$ cat config.mk
export PLATFORM = sky130hd
export DESIGN_NAME = rx_accept_ctrl
export DESIGN_NICKNAME = d
export VERILOG_FILES = /design/src/rtl/rx_accept_ctrl.sv
export SDC_FILE = /design/constraint.sdc
export NUM_CORES = 1
export LEC_CHECK = 0
export BUFFER_PORTS_ARGS = -buffer_cell sky130_fd_sc_hd__buf_2
export CAP_MARGIN = 20
export CORE_MARGIN = 2
export CORE_UTILIZATION = 45
export CTS_CLUSTER_DIAMETER = 150
export DETAILED_ROUTE_END_ITERATION = 16
export GPL_TIMING_DRIVEN = 0
export SYNTH_ARGS = -nofsm -noshare
export SYNTH_HDL_FRONTEND = slang
export SYNTH_SLANG_ARGS = --single-unit
$ cat constraint.sdc
create_clock -name clk -period 3.7 [get_ports clk]
set_clock_uncertainty 0.2 [all_clocks]
set_input_delay 0.555 -clock clk [delete_from_list [all_inputs] [get_ports clk]]
set_output_delay 0.555 -clock clk [all_outputs]
set_load 0.01 [all_outputs]
$ cat src/rtl/rx_accept_ctrl.sv
module rx_accept_ctrl #(
  parameter int NUM_PIPES  = 6,
  parameter int MAX_PLD    = 32,
  parameter int FIFO_DEPTH = 3,
  parameter int SETTLE_CYC = 130,
  localparam int PW = $clog2(MAX_PLD + 1)
) (
  input  logic                    clk,
  input  logic                    rst_n,
  input  logic                    ce,
  input  logic [NUM_PIPES-1:0]    pipe_en,
  input  logic [NUM_PIPES-1:0]    auto_ack_en,
  input  logic [NUM_PIPES*PW-1:0] pipe_width,
  input  logic                    pkt_sop,
  input  logic [2:0]              pkt_pipe,
  input  logic                    pkt_no_ack,
  input  logic                    pkt_vld,
  input  logic [7:0]              pkt_byte,
  input  logic                    pkt_eop,
  input  logic                    pkt_crc_ok,
  input  logic                    tx_pld_avail,
  input  logic                    rx_dr_clr,
  input  logic                    rd_en,
  output logic [7:0]              rd_data,
  output logic [PW-1:0]           rd_len,
  output logic                    rx_empty,
  output logic                    rx_full,
  output logic [2:0]              rx_p_no,
  output logic                    rx_dr,
  output logic                    irq,
  output logic                    ack_req,
  output logic [2:0]              ack_pipe,
  output logic                    ack_with_pld
);
  localparam int LW   = $clog2(MAX_PLD + 2);
  localparam int SW   = (FIFO_DEPTH > 1) ? $clog2(FIFO_DEPTH) : 1;
  localparam int CW   = $clog2(FIFO_DEPTH + 1);
  localparam int AW   = $clog2(FIFO_DEPTH * MAX_PLD);
  localparam int TW   = $clog2(SETTLE_CYC + 1);
  localparam int MEMN = FIFO_DEPTH * MAX_PLD;

  // settling timer
  logic [TW-1:0] settle_cnt;
  logic          rx_on;

  always_ff @(posedge clk or negedge rst_n)
    if (!rst_n)                                 settle_cnt <= '0;
    else if (!ce)                               settle_cnt <= '0;
    else if (settle_cnt != TW'(SETTLE_CYC))     settle_cnt <= settle_cnt + 1'b1;

  assign rx_on = ce && (settle_cnt == TW'(SETTLE_CYC));

  // packet tracking
  logic          in_pkt, cur_noack;
  logic [2:0]    cur_pipe;
  logic [LW-1:0] cur_len;

  always_ff @(posedge clk or negedge rst_n)
    if (!rst_n) begin
      in_pkt    <= 1'b0;
      cur_noack <= 1'b0;
      cur_pipe  <= '0;
      cur_len   <= '0;
    end else if (!rx_on) begin
      in_pkt <= 1'b0;
    end else if (pkt_sop) begin
      in_pkt    <= 1'b1;
      cur_pipe  <= pkt_pipe;
      cur_noack <= pkt_no_ack;
      cur_len   <= '0;
    end else if (pkt_eop) begin
      in_pkt <= 1'b0;
    end else if (in_pkt && pkt_vld && cur_len <= LW'(MAX_PLD)) begin
      cur_len <= cur_len + 1'b1;
    end

  logic [PW-1:0] want_len;
  logic          pipe_ok, ack_ok;

  always_comb begin
    want_len = '0;
    pipe_ok  = 1'b0;
    ack_ok   = 1'b0;
    for (int i = 0; i < NUM_PIPES; i++)
      if (cur_pipe == 3'(i)) begin
        want_len = pipe_width[i*PW +: PW];
        pipe_ok  = pipe_en[i];
        ack_ok   = auto_ack_en[i];
      end
  end

  logic accept, wr_byte, pop;

  assign accept = rx_on && in_pkt && pkt_eop && pkt_crc_ok && pipe_ok && !rx_full &&
                  (cur_len == LW'(want_len)) && (cur_len != '0);
  assign wr_byte = rx_on && in_pkt && pkt_vld && !pkt_sop && !pkt_eop && !rx_full &&
                   (cur_len < LW'(MAX_PLD));

  // packet FIFO
  logic [7:0]    mem [MEMN];
  logic [PW-1:0] slot_len  [FIFO_DEPTH];
  logic [2:0]    slot_pipe [FIFO_DEPTH];
  logic [SW-1:0] wr_ptr, rd_ptr;
  logic [CW-1:0] count;
  logic [PW-1:0] rd_idx;
  logic [AW-1:0] wr_addr, rd_addr;

  function automatic logic [SW-1:0] nxt(input logic [SW-1:0] p);
    return (p == SW'(FIFO_DEPTH - 1)) ? '0 : p + 1'b1;
  endfunction

  assign wr_addr = AW'(wr_ptr) * AW'(MAX_PLD) + AW'(cur_len);
  assign rd_addr = AW'(rd_ptr) * AW'(MAX_PLD) + AW'(rd_idx);

  always_ff @(posedge clk)
    if (wr_byte) mem[wr_addr] <= pkt_byte;

  always_ff @(posedge clk or negedge rst_n)
    if (!rst_n) begin
      for (int i = 0; i < FIFO_DEPTH; i++) begin
        slot_len[i]  <= '0;
        slot_pipe[i] <= '0;
      end
    end else if (accept) begin
      slot_len[wr_ptr]  <= want_len;
      slot_pipe[wr_ptr] <= cur_pipe;
    end

  assign rx_empty = (count == '0);
  assign rx_full  = (count == CW'(FIFO_DEPTH));
  assign pop      = rd_en && !rx_empty && (rd_idx == slot_len[rd_ptr] - 1'b1);

  always_ff @(posedge clk or negedge rst_n)
    if (!rst_n) begin
      wr_ptr <= '0;
      rd_ptr <= '0;
      count  <= '0;
      rd_idx <= '0;
    end else begin
      if (accept) wr_ptr <= nxt(wr_ptr);
      if (pop) begin
        rd_ptr <= nxt(rd_ptr);
        rd_idx <= '0;
      end else if (rd_en && !rx_empty) begin
        rd_idx <= rd_idx + 1'b1;
      end
      case ({accept, pop})
        2'b10:   count <= count + 1'b1;
        2'b01:   count <= count - 1'b1;
        default: count <= count;
      endcase
    end

  assign rd_data = mem[rd_addr];
  assign rd_len  = rx_empty ? '0 : slot_len[rd_ptr];
  assign rx_p_no = rx_empty ? 3'b111 : slot_pipe[rd_ptr];

  // status and acknowledge
  always_ff @(posedge clk or negedge rst_n)
    if (!rst_n) begin
      rx_dr        <= 1'b0;
      ack_req      <= 1'b0;
      ack_pipe     <= '0;
      ack_with_pld <= 1'b0;
    end else begin
      if (accept)         rx_dr <= 1'b1;
      else if (rx_dr_clr) rx_dr <= 1'b0;
      ack_req      <= accept && ack_ok && !cur_noack;
      ack_with_pld <= accept && ack_ok && !cur_noack && tx_pld_avail;
      if (accept) ack_pipe <= cur_pipe;
    end

  assign irq = rx_dr;
endmodule

Word level (Yosys, flattened, before mapping). Memory sizes are Yosys's and may differ from the RTL's. Cells that the tools add are included.

Shift operators: 0. $lt $le $gt $ge: 5. Mux-type cells: 49. Reduce and logical (&&, ||, !) cells: 35. Add/subtract/negate cells: 10. Multiply operators: 0. Bitwise logic cells: 2. Equal/unequal tests: 17. Div/mod/pow operators: 0.

Operator list (number): 2-to-1 mux 6 bit (15); logical AND 1 bit (21); 2-to-1 mux 1 bit (19); bitwise mux 18 bit (1); 2-to-1 mux 8 bit (2); adder 7 x 6 -> 7 bit (2); adder 6 x 1 -> 6 bit (second input constant) (2); binary-select mux 6 bit (select 2 bit) (1); demux 6 bit (select 2 bit) (1); == test 6 bit (2); 2-to-1 mux 3 bit (4); bitwise mux 9 bit (1); adder 8 x 1 -> 8 bit (second input constant) (1); == test 2 bit (second input constant) (4); == test 8 bit (second input constant) (1); inequality test 8 bit (second input constant) (1); nonzero test 2 bit (4); adder 2 x 1 -> 2 bit (second input constant) (3); binary-select mux 3 bit (select 2 bit) (1); demux 3 bit (select 2 bit) (1); == test 3 x 2 -> 1 bit (second input constant) (2); == test 3 bit (second input constant) (2); >= comparator 3 bit (second input constant) (2); <= comparator 6 bit (second input constant) (1); other kinds (18) (24).

Logic and storage cells: 138. Latch bits: 0. Memory bits (writable): 768. Memory bits (read-only): 0. Register bits after elaboration: 64. Input bits: 70. Memories kept: 1. Output and inout bits: 26.

Memories: mem (depth 96, bits a word 8, read ports 1, clocked after memory_dff 0, write ports 1, line 100) `logic [7:0] mem [MEMN];`.

Logic depth before layout (Yosys ltp).
Depth after elaboration: 14. Depth in mapped cells: 14.

Worst setup path before layout. OpenSTA, ideal clock, no wires.

Path type: register to register. From: reg rd_ptr[0]. To: reg count[1]. Slack: 0.290 ns. Library setup time: 0.079 ns. Arrival time: 3.131 ns. Cell stages (with the launch flop): 13. Path buffers: 2. Cells stage by stage: dfrtp_1 buf_6 buf_4 mux2i_1 a2bb2oi_1 ha_1 inv_1 xnor2_1 a2111o_1 a2111oi_4 ha_1 nor2_1 xor2_1.

Longest elaborated chain between the ends: 9. Elaborated cells between the ends (all ways): 11. Those cells by class: add/sub (1); eq/ne (3); mux (4); bitwise (1); reduce/logical (2).

RTL lines: start, declared (line 103) `logic [SW-1:0] wr_ptr, rd_ptr;`; start signal, assigned (line 142) `rd_ptr <= nxt(rd_ptr);`; inverter 2 -> 3 bit (not written as such) (*) (line 131) `assign pop = rd_en && !rx_empty && (rd_idx == slot_len[rd_ptr] - 1'b1);`; binary-select mux 6 bit (select 2 bit) (*) (line 131); 2-to-1 mux 6 bit (not written as such) (*) (2 in a row) (line 131); subtractor 6 x 1 -> 6 bit (*) (line 131); == test 6 bit (*) (line 131); logical AND 1 bit (*) (line 131); == test 2 x 1 -> 1 bit / == test 2 bit (equally long branches) (line 147) `case ({accept, pop})`; case mux 2 bit (2 select lines) / nonzero test 2 bit (equally long branches); end signal, assigned (line 148) `2'b10: count <= count + 1'b1;`; end signal, assigned (line 149) `2'b01: count <= count - 1'b1;`; end signal, assigned (line 150) `default: count <= count;`; end, declared (line 104) `logic [CW-1:0] count;`.

Every way passes the cells marked *; elsewhere a longest branch is shown, timed or not. The select of a mux whose other input is x is not followed. A chain may end at the register's enable or synchronous reset.

Worst setup path in the final report.
From: reg rd_idx[0]. To: out rd_data[4].

Longest elaborated chain between the ends: 2.

RTL lines: start, declared (line 105) `logic [PW-1:0] rd_idx;`; start signal, assigned (line 145) `rd_idx <= rd_idx + 1'b1;`; adder 7 x 6 -> 7 bit (line 113) `assign rd_addr = AW'(rd_ptr) * AW'(MAX_PLD) + AW'(rd_idx);`; memory (96 x 8 bit); end, declared (line 24) `output logic [7:0] rd_data,`.

Every way passes these cells.

==> flow_summary_export.csv <==
group,metric,value,unit
timing,rsz0062_at_grt,"yes",
floorplanning,die_y,278,µm
grt,grt_usage,22.3,%
logic_synthesis,ys_ff_latch,832,
logic_synthesis,synthesis.area,0.0338,mm²
drt,drt-pass1-iter-count,5,
floorplanning,dieArea,0.0774,mm²
clocking,cts_sinks,832,
timing,timing.final.ws_setup,-668,ps
outcome,status,"complete, but fails checks",
logic_synthesis,avgSynthCellArea,19.7,µm²
critical_path,slowest_delay,560,ps
grt,grt_max_degree,97,
logic_synthesis,synth-compound-area-share,2.40,%
clocking,clk_pin_slew,50,ps
clocking,clockBufferDepth,3,
timing,hold_viol,0,
timing,fin_crit,4370,ps
floorplanning,dieWidth,278,µm
grt,grt_overflow,0,
logic_synthesis,yosys_warnings,0,
final_layout,drive_above_1_share,35.0,%
logic_synthesis,yosysSeqAreaShare,72.9,%
timing,fin_tns_setup,-4630,ps
timing,slew_violations,0,
clocking,cts_buffers,88,
floorplanning,rows,100,
timing,fmax,229,MHz
power_and_ir_drop,p_clk_share,44.6,%
drt,drt_wl_total,85.8,mm
final_layout,diodes,0,
placed_design,routabilityCongestion,0.894,
logic_synthesis,yosys.area_share.adder,0.333,%
logic_synthesis,syn-num-nets,1796,
placed_design,hpwlAfterDp,57.3,mm
clocking,clock_latency,640,ps
critical_path,worstSetupStartpointType,"flip-flop",
power_and_ir_drop,power_frac_comb,1.6,%
final_layout,utilization,53.9,%
logic_synthesis,synth.most_common_cell,"edfxtp_1",
grt,antenna_found_initial,5,
logic_synthesis,synth-simple-area-share,3.97,%
power_and_ir_drop,power_leakage,12.7,nW
power_and_ir_drop,intPower,0.0153,W
critical_path,cp_top_family,"multiplexers",
critical_path,cp.required,2940,ps
grt,grt_pass1_wl,124,mm
timing,setup_viol,8,
logic_synthesis,synth_edf_count,768,
timing,maxSlewHeadroom,32.1,%
critical_path,crit_arrival,3610,ps
logic_synthesis,synthMuxAreaShare,18.2,%
logic_synthesis,synth_top_area_share,68.1,%
timing,fin_crit_sh,118,%
placed_design,port_buffers,94,
power_and_ir_drop,irDropWorstVdd,393,µV
critical_path,cp.buffers_inverters,4,
critical_path,path_class,"flip-flop to primary output",
power_and_ir_drop,p_switching,0.00385,W
power_and_ir_drop,switching_share,20.1,%
logic_synthesis,synthTopCellsByCount,"edfxtp_1, mux4_2, nor2_1",
logic_synthesis,synth_top_cells_by_area,"edfxtp_1, mux4_2, dfrtp_1",
logic_synthesis,synthXorXnorAreaFrac,0.621,%
drt,drt_iter0_markers,1841,
clocking,cts_tree,"built",
job,maxCapViolCount,0,
logic_synthesis,synth_flop_cell,"edfxtp_1",
floorplanning,core_area,0.0744,mm²
critical_path,path_max_fanout,8,
power_and_ir_drop,power_density,477,mW/mm²
worst_hold_path,hold_path_class,"input pin to flip-flop",
critical_path,endpoint_kind,"primary output",
power_and_ir_drop,power_frac_seq,53.7,%
floorplanning,io_pins,96,
logic_synthesis,async_flop_share,7.69,%
clocking,h-tree-depth,3,
clocking,root_buffer,"clkbuf_16",
logic_synthesis,synth_top_family_by_area,"multiplexers",
critical_path,r2r_setup_slack,110,ps
drt,vias,17849,
floorplanning,start_util,45.5,%
logic_synthesis,synthCells,1717,
final_layout,nets,2043,
logic_synthesis,synth_cell_types,64,
drt,ant_nets,0,
drt,post_drt_wl_per_cell,28.6,µm
critical_path,crit_chain,"buf_12 > buf_12 > buf_16 > mux4_2 > mux4_2 > o211ai_1 > o311ai_4 > buf_2",
timing,tightest_slew,1020,ps
grt,grt_pass1_vias,18370,
drt,via_per_inst,5.96,
critical_path,crit_path_top_delay_cell,"mux4_2",
drt,remaining_drc_errors,0,
final_layout,syn2layout_area_growth,18.4,%
outcome,violations,"negative setup slack",
logic_synthesis,yosysTopAreaCell,"edfxtp_1",
==> layout make-up <==
cell class	instances	area (µm²)
fill	5718	34400
sequential	832	24700
multi-input combinational	753	9330
clock buffer	109	2340
tap	969	1210
timing repair buffer	159	1160
buffer	100	838
clock inverter	45	422
inverter	30	113
==> stage by stage <==
step                      power, W  cells  hold slack, ps  setup slack (ps)  area, µm²
final                       0.0191   2997            61.2              -668      40100
after global routing        0.0196   2997            73.5              -667      40100
after CTS                   0.0192   2982            29.0              -556      39700
after detailed placement    0.0108   2788             258             -1170      35700
after global placement      0.0108   2780             238             -1520      35500
after floorplan             0.0106   1717            59.4               290      33900
==> tightest hold or removal path, delay by kind of cell <==
family	cells	cell delay [ps]
AO/OA/AOI/OAI	1	60
buffers and inverters	2	170
AND/OR/NAND/NOR	1	80
==> sequential cells by signal, indices dropped and copies added, names as in the netlist <==
register	count
slot_len	18
cur_len	6
rd_ptr	2
rd_idx	6
cur_pipe	3
wr_ptr	2
count	2
irq	1
mem	768
ack_with_pld	1
ack_pipe	3
cur_noack	1
settle_cnt	8
ack_req	1
slot_pipe	9
in_pkt	1
==> cell families (layout without fill, tap and decap cells) <==
| logic type | after synthesis | after routing |
|---|---|---|
| flip-flops | 832 | 832 |
| AO/OA/AOI/OAI | 116 | 116 |
| buffers and inverters | 132 | 443 |
| AND/OR/NAND/NOR | 281 | 281 |
| multiplexers | 323 | 323 |
| adder cells (fa/ha/maj) | 9 | 9 |
| XOR/XNOR | 24 | 24 |
==> cell usage in the layout, fill, tap and decap left out, types with 14 or more instances in the layout <==
cell type  instances
xnor2_1           14
clkinv_2          15
nor2_4            61
clkbuf_1          39
buf_2            103
inv_1             30
clkbuf_16         90
mux2_2            28
a21oi_1           24
a22oi_1           15
mux4_2           229
nand3_1           16
edfxtp_1         768
o21ai_0           17
nor2b_1           15
dfrtp_1           62
buf_4             67
clkinv_1          17
buf_12            14
nor2_1            61
mux2i_1           58
nand2_1           39
==> worst paths after layout <==
kind / startpoint / endpoint / depth (start not counted)
max in group asynchronous: rst_n / rd_idx[4] / 2
hold reg to reg: cur_noack / ack_with_pld / 1
hold / removal: pkt_eop / in_pkt / 4
setup / recovery: rd_idx[0] / rd_data[4] / 8
min in group asynchronous: rst_n / ack_pipe[1] / 2
setup reg to reg: cur_len[4] / mem[24][7] / 4
==> power by group through the flow <==
stage | Clock [W] | Sequential (W) | Combinational, W
detailed placement | 0 | 0.0105 | 0.000315
floorplan | 0 | 0.0105 | 0.0000779
finish | 0.00854 | 0.0103 | 0.000314
CTS | 0.00864 | 0.0103 | 0.000321
global route | 0.00901 | 0.0103 | 0.000346
global placement | 0 | 0.0105 | 0.000279
==> per-layer routing <==
layer | vias up | share of wire [%] | track usage, %
met5 | - | 0.040 | 0
met4 | 6 | 3.4 | 7.84
met3 | 178 | 8.5 | 6.46
met2 | 765 | 48 | 36.1
met1 | 9396 | 40 | 29.0
li1 | 7504 | - | -
==> timing repair <==
| action | 4_1_cts | 5_1_grt |
|---|---|---|
| hold buffers | 7 | 0 |
| hold endpoints to repair | 70 | 0 |
| setup endpoints to repair | 660 | 645 |
| buffers inserted | 35 | 15 |
| pin swaps | 25 | 9 |
| cloned | 0 | 0 |
| gates resized for setup | 271 | 59 |
Note: power is estimated with default switching activity, not from simulation.
